<file path="src/rtl/slot_setup_pkg.sv">
package slot_setup_pkg;

  typedef enum logic [1:0] {
    ACC_NONE = 2'd0,
    ACC_SYS  = 2'd1,
    ACC_ADP  = 2'd2,
    ACC_WIN  = 2'd3
  } acc_kind_e;

endpackage

</file>
<file path="src/rtl/slot_host_port.sv">
module slot_host_port
  import slot_setup_pkg::*;
#(
  parameter int ADDR_W = 16,
  parameter int DATA_W = 8,
  parameter logic [ADDR_W-1:0] SYS_ADDR = 16'h0094,
  parameter logic [ADDR_W-1:0] ADP_ADDR = 16'h0096,
  parameter logic [ADDR_W-1:0] WIN_BASE = 16'h0100,
  parameter int WIN_SPAN = 8,
  parameter logic [DATA_W-1:0] SYS_RST = 8'hA0,
  parameter logic [DATA_W-1:0] ADP_RST = 8'h00,
  parameter logic [DATA_W-1:0] ADP_RD_ONES = 8'h70
) (
  input  logic              clk,
  input  logic              rst,
  input  logic              host_valid,
  output logic              host_ready,
  input  logic              host_write,
  input  logic [ADDR_W-1:0] host_addr,
  input  logic [DATA_W-1:0] host_wdata,
  output logic              rsp_valid,
  output logic [DATA_W-1:0] rsp_rdata,
  output logic              pos_space_sel,
  output logic [DATA_W-1:0] sys_reg,
  output logic [DATA_W-1:0] adp_reg
);

  localparam logic [ADDR_W:0] WIN_LO = {1'b0, WIN_BASE};
  localparam logic [ADDR_W:0] WIN_HI = WIN_LO + (ADDR_W+1)'(WIN_SPAN);

  acc_kind_e   kind;
  logic        accept;
  logic        ready_q;
  logic        in_win;
  logic        rd_hit;
  logic        last_adp;

  assign in_win = ({1'b0, host_addr} >= WIN_LO) && ({1'b0, host_addr} < WIN_HI);

  always_comb begin
    if (host_addr == SYS_ADDR)      kind = ACC_SYS;
    else if (host_addr == ADP_ADDR) kind = ACC_ADP;
    else if (in_win)                kind = ACC_WIN;
    else                            kind = ACC_NONE;
  end

  assign host_ready    = ready_q;
  assign accept        = host_valid && ready_q;
  assign rd_hit        = accept && !host_write && (kind == ACC_SYS || kind == ACC_ADP);
  assign pos_space_sel = host_valid && (kind == ACC_WIN);

  always_ff @(posedge clk) begin
    if (rst) ready_q <= 1'b0;
    else     ready_q <= 1'b1;
  end

  always_ff @(posedge clk) begin
    if (rst) begin
      sys_reg <= SYS_RST;
      adp_reg <= ADP_RST;
    end else if (accept && host_write) begin
      if (kind == ACC_SYS) sys_reg <= host_wdata;
      if (kind == ACC_ADP) adp_reg <= host_wdata;
    end
  end

  always_ff @(posedge clk) begin
    if (rst) begin
      rsp_valid <= 1'b0;
      rsp_rdata <= '0;
      last_adp  <= 1'b0;
    end else begin
      rsp_valid <= rd_hit;
      last_adp  <= rd_hit && (kind == ACC_ADP);
      if (rd_hit) begin
        if (kind == ACC_ADP) rsp_rdata <= adp_reg | ADP_RD_ONES;
        else                 rsp_rdata <= sys_reg;
      end
    end
  end

  AST_RSP_FOLLOWS_READ: assert property (@(posedge clk) disable iff (rst)
    rsp_valid |-> $past(accept && !host_write)) else $error("rsp without read");

  AST_ADP_ONES: assert property (@(posedge clk) disable iff (rst)
    (rsp_valid && last_adp) |-> ((rsp_rdata & ADP_RD_ONES) == ADP_RD_ONES))
    else $error("adapter readback ones");

  AST_WIN_NO_WRITE: assert property (@(posedge clk) disable iff (rst)
    (accept && host_write && pos_space_sel) |=> ($stable(sys_reg) && $stable(adp_reg)))
    else $error("window write touched register");

endmodule

</file>
<file path="src/rtl/slot_onehot_dec.sv">
module slot_onehot_dec #(
  parameter int DATA_W    = 8,
  parameter int NUM_SLOTS = 8,
  parameter int ENA_BIT   = 3,
  parameter int RST_BIT   = 7,
  localparam int SEL_W    = $clog2(NUM_SLOTS)
) (
  input  logic [DATA_W-1:0]    adp_reg,
  output logic [NUM_SLOTS-1:0] slot_sel
);

  logic             gate;
  logic [SEL_W-1:0] code;

  assign gate = adp_reg[ENA_BIT] && !adp_reg[RST_BIT];
  assign code = adp_reg[SEL_W-1:0];

  for (genvar i = 0; i < NUM_SLOTS; i++) begin : g_slot
    assign slot_sel[i] = gate && (code == SEL_W'(i));
  end

endmodule

</file>
<file path="src/rtl/slot_setup_drive.sv">
module slot_setup_drive #(
  parameter int DATA_W    = 8,
  parameter int NUM_SLOTS = 8,
  parameter int ENA_BIT   = 3,
  parameter int RST_BIT   = 7,
  parameter int VID_BIT   = 5,
  parameter int BRD_BIT   = 7
) (
  input  logic                 clk,
  input  logic                 rst,
  input  logic [DATA_W-1:0]    sys_reg,
  input  logic [DATA_W-1:0]    adp_reg,
  input  logic [NUM_SLOTS-1:0] slot_sel,
  output logic [NUM_SLOTS-1:0] card_setup_n,
  output logic                 video_setup_n,
  output logic                 board_setup_n,
  output logic                 chan_reset
);

  always_ff @(posedge clk) begin
    if (rst) begin
      card_setup_n  <= '1;
      video_setup_n <= 1'b1;
      board_setup_n <= 1'b1;
      chan_reset    <= 1'b0;
    end else begin
      card_setup_n  <= ~slot_sel;
      video_setup_n <= sys_reg[VID_BIT];
      board_setup_n <= sys_reg[BRD_BIT];
      chan_reset    <= adp_reg[RST_BIT];
    end
  end

  AST_ONE_SLOT: assert property (@(posedge clk) disable iff (rst)
    $onehot0(~card_setup_n)) else $error("multiple slots in setup");

  AST_RESET_QUIETS: assert property (@(posedge clk) disable iff (rst)
    chan_reset |-> (&card_setup_n)) else $error("slot line during channel reset");

  AST_DISABLED_QUIET: assert property (@(posedge clk) disable iff (rst)
    !adp_reg[ENA_BIT] |=> (&card_setup_n)) else $error("slot line while adapter select clear");

endmodule

</file>
<file path="src/rtl/slot_setup_ctrl.sv">
module slot_setup_ctrl
  import slot_setup_pkg::*;
#(
  parameter int ADDR_W    = 16,
  parameter int DATA_W    = 8,
  parameter int NUM_SLOTS = 8
) (
  input  logic                 clk,
  input  logic                 rst,
  input  logic                 host_valid,
  output logic                 host_ready,
  input  logic                 host_write,
  input  logic [ADDR_W-1:0]    host_addr,
  input  logic [DATA_W-1:0]    host_wdata,
  output logic                 rsp_valid,
  output logic [DATA_W-1:0]    rsp_rdata,
  output logic                 pos_space_sel,
  output logic [NUM_SLOTS-1:0] card_setup_n,
  output logic                 video_setup_n,
  output logic                 board_setup_n,
  output logic                 chan_reset
);

  logic [DATA_W-1:0]    sys_reg;
  logic [DATA_W-1:0]    adp_reg;
  logic [NUM_SLOTS-1:0] slot_sel;

  slot_host_port #(
    .ADDR_W (ADDR_W),
    .DATA_W (DATA_W)
  ) u_port (
    .clk           (clk),
    .rst           (rst),
    .host_valid    (host_valid),
    .host_ready    (host_ready),
    .host_write    (host_write),
    .host_addr     (host_addr),
    .host_wdata    (host_wdata),
    .rsp_valid     (rsp_valid),
    .rsp_rdata     (rsp_rdata),
    .pos_space_sel (pos_space_sel),
    .sys_reg       (sys_reg),
    .adp_reg       (adp_reg)
  );

  slot_onehot_dec #(
    .DATA_W    (DATA_W),
    .NUM_SLOTS (NUM_SLOTS)
  ) u_dec (
    .adp_reg  (adp_reg),
    .slot_sel (slot_sel)
  );

  slot_setup_drive #(
    .DATA_W    (DATA_W),
    .NUM_SLOTS (NUM_SLOTS)
  ) u_drive (
    .clk           (clk),
    .rst           (rst),
    .sys_reg       (sys_reg),
    .adp_reg       (adp_reg),
    .slot_sel      (slot_sel),
    .card_setup_n  (card_setup_n),
    .video_setup_n (video_setup_n),
    .board_setup_n (board_setup_n),
    .chan_reset    (chan_reset)
  );

endmodule

</file>
<file path="config.mk">
export PLATFORM = sky130hd
export DESIGN_NAME = slot_setup_ctrl
export DESIGN_NICKNAME = d
export VERILOG_FILES = /design/src/rtl/slot_setup_pkg.sv /design/src/rtl/slot_host_port.sv /design/src/rtl/slot_onehot_dec.sv /design/src/rtl/slot_setup_drive.sv /design/src/rtl/slot_setup_ctrl.sv
export SDC_FILE = /design/constraint.sdc
export NUM_CORES = 1
export LEC_CHECK = 0
export CAP_MARGIN = 25
export CORE_AREA = 2 2 73 54
export DETAILED_ROUTE_END_ITERATION = 8
export DIE_AREA = 0 0 75 56
export GPL_ROUTABILITY_DRIVEN = 1
export HOLD_SLACK_MARGIN = 0.06
export PLACE_DENSITY = 0.75
export REMOVE_ABC_BUFFERS = 1
export SLEW_MARGIN = 20
export SYNTH_ARGS = -nofsm -noshare
export SYNTH_HDL_FRONTEND = slang
export SYNTH_HIERARCHICAL = 1
export SYNTH_SLANG_ARGS = --single-unit
</file>
<file path="constraint.sdc">
create_clock -name clk -period 2.7 [get_ports clk]
set_input_delay 0.675 -clock clk [delete_from_list [all_inputs] [get_ports clk]]
set_output_delay 0.675 -clock clk [all_outputs]
set_load 0.1 [all_outputs]
</file>
==> run_results.csv, run 1 <==
group,metric,value,unit
yosys,syn_area,0.001438,mm^2
pwr,combPwrFrac,8.7,%
cts,clk_pin_slew,60,ps
grt,grt_pass1_vias,1465,
die,fp-row-count,18,
cts,cts_tree,"yes",
cts,h-tree-depth,2,
timing,setup_viol,0,
yosys,syn_inst,159,
cts,clock_latency,280,ps
pwr,pwr-share-clk,39.3,%
timing,finalHoldViolCount,0,
final_layout,final_nets,274,
placed_design,placed_cells,254,
die,die_height,56,um
timing,min_period_over_period,99.95,%
route,drtIter0Drc,61,
final_layout,drive_above_1_share,40.00,%
pwr,intPower,0.7554,mW
grt,overflow,0,
worst_setup_path,cp_slowest_stage_delay,260,ps
timing,holdWs,474.3,ps
cts,cts.sinks,34,
timing,relSlewSlack,65.15,%
worst_setup_path,cp_slowest_cell,"a21oi_4",
worst_setup_path,end_kind,"output port",
yosys,avgSynthCellArea,9.042,um^2
final_layout,syn_to_final_growth,60.92,%
worst_setup_path,critPathMaxFanout,2,
worst_setup_path,worst-setup-path-type,"primary input to output port",
worst_setup_path,critPathLaunchType,"primary input",
timing,finalMaxSlewViolations,0,
die,die-area,0.004200,mm^2
pwr,pwr-share-seq,52.0,%
cts,cts_max_path_buffers,2,
die,ios,50,
timing,fin_crit,2699,ps
worst_setup_path,crit_family,"simple AND/OR/NAND/NOR gates",
pwr,ir_worst_vdd,0.3231,mV
worst_hold_path,hold_class,"flip-flop to flip-flop",
route,ant_nets,0,
grt,grtUsageTotal,22.26,%
route,drt_first_pass_iters,4,
placed_design,dp_hpwl,2.599,mm
worst_setup_path,path_cells,"clkdlybuf4s15_1 -> nor2b_4 -> nand4b_1 -> a21oi_4 -> ha_2 -> and2_4 -> buf_12",
final_layout,n_antenna_cell,0,
placed_design,place_ws,-315.2,ps
grt,grt_max_degree,24,
grt,grt_pass1_wl,7.010,mm
grt,antenna_found_initial,0,
pwr,swShare,21.88,%
die,core,0.003446,mm^2
worst_setup_path,required,2030,ps
status,outcome,"completed",
flow_run,cap_violations,0,
cts,root_buffer,"clkbuf_8",
route,routed_wl,4.559,mm
timing,fmax,0.3706,GHz
die,start_util,41.72,%
timing,fin_ws,1.331,ps
route,vias,1489,
die,dieWidth,75,um
cts,cts_buffers,5,
pwr,p_sw,0.2116,mW
final_layout,finish.cell_count_without_fillers,295,
final_layout,design_area,0.002313,mm^2
route,drc,0,
placed_design,place_congestion,0.9498,
worst_setup_path,crit_buf_inv,2,
worst_setup_path,crit_arrival,2020,ps
pwr,power,0.9669,mW
pwr,p_leak,0.9373,nW
placed_design,placed_area,0.001942,mm^2
route,vias_per_cell,5.047,
yosys,yosysWarnings,6,
route,routedWlPerCell,15.45,um
placed_design,port_buffers,49,
pwr,p_per_area,418.0,mW/mm^2
timing,worst_pin_slew,522.3,ps
timing,clock_skew,5.443,ps
==> metrics by stage <==
stage | util (%) | setup TNS [ps]
floorplan | - | -177.8
global placement | 56.35 | -584.1
detailed placement | 56.35 | -2417
CTS | 65.90 | 0
global route | 67.14 | -67.76
finish | 67.14 | 0
==> worst reg2reg max path: cells and delay by family, from the launching register on <==
family | cells | cell delay, ps
DFF | 1 | 350
muxes | 1 | 180
and+or+nand+nor | 3 | 860
==> repair_timing <==
| item | in CTS | in global routing |
|---|---|---|
| pin swaps | 8 | 11 |
| hold buffers | 0 | 0 |
| gates resized for setup | 22 | 38 |
| endpoints found under the setup margin | 1 | 21 |
| setup buffers | 30 | 3 |
==> cell type report <==
| class | count | area, um^2 |
|---|---|---|
| tap | 50 | 62.56 |
| sequential | 34 | 680.7 |
| fill | 262 | 1132 |
| clock buffer | 7 | 86.33 |
| inverter | 2 | 7.507 |
| multi-input combinational | 113 | 753.2 |
| clock inverter | 1 | 5.005 |
| timing repair buffer | 88 | 718.2 |
==> power groups by stage <==
stage	sequential, mW	clock (mW)	combinational [mW]
6_report	0.503	0.380	0.0841
5_1_grt	0.502	0.406	0.0881
4_1_cts	0.503	0.387	0.0782
3_5_place_dp	0.514	0	0.0721
3_3_place_gp	0.514	0	0.0711
2_1_floorplan	0.520	0	0.0101
==> final timing paths <==
path	slack (ps)	start	endpoint	depth (start not counted)
max reg2reg	1240	u_port/host_ready	u_port/sys_reg[5]	4
max	1	host_addr[2]	pos_space_sel	7
min	470	u_port/sys_reg[0]	u_port/sys_reg[0]	2
min reg2reg	470	u_port/sys_reg[0]	u_port/sys_reg[0]	2
==> placed cells by master, fill, tap and decap left out, types with 3 or more instances in the layout <==
master	count
a211oi_1	8
a21oi_1	9
a21oi_2	3
buf_4	59
clkbuf_2	8
clkbuf_8	6
clkdlybuf4s15_1	3
clkdlybuf4s50_1	11
dfxtp_1	34
dlymetal6s2s_1	3
mux2i_1	6
nand2_1	12
nand2b_1	10
nand3_1	7
nor2_1	21
o21ai_1	4
==> layer usage <==
layer	track usage, %	part of all wire [%]	up-vias
met4	13.01	4.8	0
li1	-	-	715
met1	27.59	40	690
met2	34.09	49	63
met3	5.978	6.0	21
met5	0	0	-
Note: power is estimated with default switching activity, not from simulation.
==> run 2, diff against run 1 <==
- CORE_AREA: 2 2 73 54 -> 2 2 69 58
- DIE_AREA: 0 0 75 56 -> 0 0 71 60
- PLACE_DENSITY: 0.75 -> 0.74
- RECOVER_POWER: unset -> 50
==> run 2 against run 1 <==
Against the previous run:
- register-to-register slack improved by 110 ps
- sequential share of layout area grew 3.2 points
- non-clock buffer count fell by 18
- highest routed layer unchanged
==> run_results.csv, run 2 (synthesis gave the netlist of run 1 again) <==
group,metric,value,unit
pwr,power,0.9589,mW
route,vias,1291,
cts,root_buffer,"clkbuf_8",
cts,cts_buffers,5,
timing,finalHoldViolCount,0,
final_layout,design_area,0.002086,mm^2
worst_setup_path,r2r_end,"u_port/sys_reg[5]",
final_layout,mostFrequentLayoutCells,"dfxtp_1 (34), buf_4 (27), nor2_1 (21)",
route,vias_per_cell,4.764,
cts,cts_hold_buf,0,
die,start_util,39.62,%
die,dieWidth,71,um
final_layout,syn_to_final_growth,45.08,%
worst_setup_path,required,2030,ps
worst_setup_path,critPathLaunchType,"primary input",
die,die_height,60,um
flow_run,cap_violations,0,
timing,fin_ws,54.84,ps
route,ant_nets,0,
final_layout,n_antenna_cell,0,
placed_design,place_congestion,0.6862,
timing,clock_skew,6.990,ps
grt,antenna_found_initial,0,
worst_setup_path,crit_arrival,1970,ps
cts,clk_pin_slew,70,ps
route,drc,0,
timing,relSlewSlack,21.94,%
placed_design,placed_cells,251,
final_layout,nFillCells,325,
grt,grt_pass1_vias,1196,
pwr,p_leak,0.7809,nW
die,ios,50,
pwr,ir_worst_vdd,0.1896,mV
final_layout,final_nets,256,
worst_setup_path,critPathMaxFanout,2,
worst_hold_path,hold_class,"flip-flop to flip-flop",
grt,grtUsageTotal,15.74,%
status,outcome,"completed",
placed_design,placed_area,0.001944,mm^2
die,die-area,0.004260,mm^2
timing,worst_pin_slew,1176,ps
timing,min_period_over_period,97.97,%
cts,clock_latency,290,ps
route,drt_first_pass_iters,4,
worst_setup_path,startpoint,"host_addr[14]",
timing,finalMaxSlewViolations,0,
timing,fmax,0.3780,GHz
placed_design,dp_hpwl,2.162,mm
final_layout,drive_above_1_share,22.47,%
grt,overflow,0,
grt,grt_max_degree,36,
timing,fin_crit,2645,ps
worst_setup_path,r2r_start,"u_port/host_ready",
worst_setup_path,r2r_slack,1350,ps
route,drtIter0Drc,65,
route,routedWlPerCell,11.62,um
cts,cts_tree,"yes",
placed_design,port_buffers,49,
timing,setup_viol,0,
worst_hold_path,hold_start,"u_port/sys_reg[7]",
grt,grt_pass1_wl,5.154,mm
cts,h-tree-depth,2,
worst_setup_path,worstSetupEndpoint,"pos_space_sel",
worst_setup_path,reg2reg_depth,4,
final_layout,finish.cell_count_without_fillers,271,
cts,cts_max_path_buffers,2,
pwr,p_per_area,459.8,mW/mm^2
worst_setup_path,worst-setup-path-type,"primary input to output port",
cts,cts.sinks,34,
final_layout,mostFrequentLayoutCell,"dfxtp_1",
placed_design,place_ws,-214.5,ps
worst_setup_path,end_kind,"output port",
route,routed_wl,3.149,mm
die,core,0.003628,mm^2
die,fp-row-count,20,
[run 2: worst min-delay path by stage]
stage | cells past startpoint | endpoint | slack, ps
floorplan | 1 | u_drive/board_setup_n | 430
finish | 1 | u_drive/board_setup_n | 470
detailed placement | 1 | u_drive/video_setup_n | 460
CTS | 2 | u_port/sys_reg[3] | 480
global placement | 1 | u_drive/board_setup_n | 450
global route | 1 | u_drive/video_setup_n | 500
[run 2: cell type report]
class / instances / area (um^2) / share of cell area (%)
timing repair buffer: 70 / 530.5 / 25.43
inverter: 2 / 7.507 / 0.3599
sequential: 34 / 680.7 / 32.63
clock buffer: 6 / 82.58 / 3.959
tap: 44 / 55.05 / 2.639
multi-input combinational: 113 / 716.9 / 34.37
clock inverter: 2 / 12.51 / 0.5999
[run 2: worst max-delay path, stage by stage]
cell and delay, ps:
dlygate4sd2_1 260, nor4_4 260, nand2_1 130, a21oi_2 150
ha_2 190, and2_4 140, buf_12 160
[run 2: repair_timing]
action	in CTS	in global routing
pin swaps	8	8
resized for setup	21	19
buffers inserted	11	1
setup endpoints to repair	1	7
cloned	0	0
[run 2: power by group]
part / leakage (nW) / internal, mW / switching, mW
Clock: 0.0472 / 0.205 / 0.182
Sequential: 0.275 / 0.502 / 0.000569
Combinational: 0.459 / 0.0392 / 0.0304
[run 2: routing by layer]
| layer | wire length (um) | track usage (%) |
|---|---|---|
| met5 | 0 | 0 |
| met4 | 38 | 4.852 |
| met3 | 205 | 5.734 |
| met2 | 1442 | 25.23 |
| met1 | 1463 | 20.02 |
[run 2: through the flow]
stage	hold slack (ps)	util [%]	setup TNS, ps
after detailed placement	459.0	53.59	-214.5
after global placement	447.4	53.59	-179.9
after CTS	475.4	58.69	0
final	469.2	57.48	0
after floorplan	430.6	-	-177.8
after global routing	500.8	57.48	-24.10
==> run 3, diff against run 2 <==
- CORE_AREA: 2 2 69 58 -> 2 2 59 61
- DIE_AREA: 0 0 71 60 -> 0 0 61 63
- SYNTH_HIERARCHICAL: 1 -> unset
==> run 3 against run 2 <==
Against the previous run:
- die area fell by 9.8%
- setup slack got worse by 20 ps
- register-to-register slack improved by 20 ps
- via count fell by 16%
- sequential share of layout area rose by 3.8 points
- synthesized cell count fell by 14%
- final area fell by 10%
- clock power fell by 9.3%
- clock skew fell by 1.8 ps
- fmax fell by 0.73%
- total power fell by 4.2%
- non-clock buffer count fell by 15
- critical endpoint unchanged
- largest cell class is now registers
==> run_results.csv, run 3 <==
group,metric,value,unit
yosys,avgSynthCellArea,9.807,um^2
yosys,yosysTopAreaCell,"dfxtp_1",
yosys,yosysMostFrequentCell,"dfxtp_1",
final_layout,nFillCells,318,
worst_setup_path,critPathLaunchType,"primary input",
route,vias,1086,
status,outcome,"completed",
pwr,power,0.9185,mW
grt,grt_pass1_vias,1065,
route,routed_wl,2.818,mm
yosys,synth_edf_count,0,
yosys,synth_common_cells,"dfxtp_1 (34), nor2_1 (24), nand2_1 (19)",
final_layout,final_nets,221,
worst_hold_path,hold_start,"u_port.sys_reg[2]",
timing,rsz0062_at_grt,"no",
worst_setup_path,crit_family,"buffers and inverters",
yosys,syn_area,0.001334,mm^2
cts,cts.sinks,34,
grt,grtUsageTotal,15.93,%
yosys,syn_inst,136,
pwr,ir_worst_vdd,0.2478,mV
route,drtIter0Drc,31,
placed_design,place_congestion,0.7806,
flow_run,cap_violations,0,
grt,grt_max_degree,18,
yosys,yosysWarnings,0,
cts,cts_buffers,5,
die,core,0.003232,mm^2
cts,clock_latency,330,ps
yosys,synth_compound_area_share,5.629,%
grt,antenna_found_initial,0,
worst_setup_path,crit_arrival,1990,ps
timing,fmax,0.3753,GHz
final_layout,mostFrequentLayoutCell,"dfxtp_1",
die,start_util,41.27,%
worst_setup_path,required,2030,ps
worst_setup_path,path_cells,"clkdlybuf4s50_1 -> nor2_1 -> nand3_1 -> o21ba_4 -> ha_4 -> and2_4 -> buf_12",
final_layout,syn_to_final_growth,40.24,%
worst_hold_path,hold_depth,2,
grt,grt_pass1_wl,4.491,mm
placed_design,port_buffers,49,
worst_setup_path,r2r_start,"u_port.host_ready",
worst_hold_path,hold_class,"flip-flop to flip-flop",
grt,overflow,0,
yosys,yosysUniqueCellTypes,25,
yosys,synth-simple-area-share,23.83,%
cts,clk_pin_slew,90,ps
worst_setup_path,cp_slowest_stage_delay,400,ps
route,drc,0,
pwr,p_per_area,491.1,mW/mm^2
route,ant_nets,0,
die,die_height,63,um
final_layout,mostFrequentLayoutCells,"dfxtp_1 (34), clkbuf_1 (23), nor2_1 (22)",
worst_setup_path,critPathMaxFanout,3,
final_layout,drive_above_1_share,13.02,%
worst_setup_path,reg2reg_depth,3,
worst_setup_path,cp_slowest_cell,"clkdlybuf4s50_1",
yosys,synth_area_leaders,"dfxtp_1 (51%), mux2i_1 (14%), nor2_1 (6.8%)",
yosys,synth_mux_area_share,13.51,%
die,fp-row-count,21,
timing,relSlewSlack,21.68,%
worst_setup_path,startpoint,"host_addr[6]",
yosys,yosys_register_bits,34,
timing,clock_skew,5.172,ps
yosys,async_flop_share,0,%
die,ios,50,
timing,min_period_over_period,98.69,%
cts,h-tree-depth,2,
yosys,synth_ff_type,"dfxtp_1",
yosys,synth-xor-area-share,0,%
yosys,synthAdderAreaFrac,1.876,%
timing,finalHoldViolCount,0,
pwr,p_leak,0.7012,nW
timing,finalMaxSlewViolations,0,
yosys,synth_top_area_share,51.03,%
worst_setup_path,worst-path-stages,7,
timing,worst_pin_slew,1180,ps
yosys,synth_top_family_by_area,"simple AND/OR/NAND/NOR gates",
placed_design,dp_hpwl,2.186,mm
route,vias_per_cell,4.563,
yosys,synth.yosys.seq_area_share,51.03,%
die,dieWidth,61,um
timing,holdWs,460.8,ps
timing,setup_viol,0,
cts,cts_max_path_buffers,2,
worst_setup_path,worst-setup-path-type,"primary input to output port",
cts,cts_tree,"yes",
timing,setup_tns,0,ps
timing,fin_crit,2665,ps
cts,root_buffer,"clkbuf_4",
route,drt_first_pass_iters,3,
route,routedWlPerCell,11.84,um
final_layout,n_antenna_cell,0,
die,die-area,0.003843,mm^2
worst_setup_path,crit_buf_inv,2,
worst_setup_path,end_kind,"output port",
run 3: logic make-up after synthesis:
logic type / count (synthesis)
AO/OA/AOI/OAI: 10
adder cells (fa/ha/maj): 2
buffers and inverters: 11
flip-flops: 34
multiplexers: 18
AND/OR/NAND/NOR: 61
run 3: final timing paths:
kind | endpoint | slack (ps)
hold / removal | u_port.sys_reg[2] | 460
setup / recovery | pos_space_sel | 40
setup reg to reg | u_port.sys_reg[3] | 1370
hold reg to reg | u_port.sys_reg[2] | 460
run 3: per-layer routing:
layer	vias up	track usage, %	part of all wire [%]	wire [um]
li1	570	-	-	-
met1	482	17.76	42	1191
met2	29	26.75	51	1443
met3	5	4.555	4.3	122
met4	0	7.880	2.1	60
met5	-	0	0	0
run 3: repair_timing:
action / 4_1_cts / 5_1_grt
hold buffers: 0 / 0
pin swaps: 9 / 6
setup endpoints to repair: 1 / 1
gates cloned: 0 / 0
setup buffers: 1 / 1
gates resized for setup: 25 / 6
run 3: area by class of cell:
| class | count | area, um^2 | share of cell area [%] |
|---|---|---|---|
| Tap cell | 46 | 57.56 | 3.077 |
| Sequential cell | 34 | 680.7 | 36.39 |
| Timing Repair Buffer | 55 | 409.1 | 21.87 |
| Multi-Input combinational cell | 91 | 633.1 | 33.85 |
| Inverter | 4 | 15.01 | 0.8027 |
| Clock buffer | 7 | 45.04 | 2.408 |
| Clock inverter | 1 | 30.03 | 1.605 |
run 3: worst reg2reg max path, delay by kind of cell (launching register included):
family           cells  cell delay, ps
and+or+nand+nor      2             660
DFF                  1             360
muxes                1             240
run 3: where the power goes:
group          total, mW  switching, mW  internal, mW
clock              0.351          0.155         0.196
combinational     0.0650         0.0291        0.0360
sequential         0.502       0.000547         0.502
total              0.919          0.184         0.734
run 3: per-stage QoR:
step                utilization (%)  cell area (um^2)  setup slack, ps  std cells
floorplan                         -              1294           -124.1        129
global placement              56.99              1842           -178.3        228
detailed placement            56.99              1842           -257.9        228
CTS                           60.43              1953            4.710        237
global route                  57.88              1871            9.446        238
finish                        57.88              1871            35.30        238
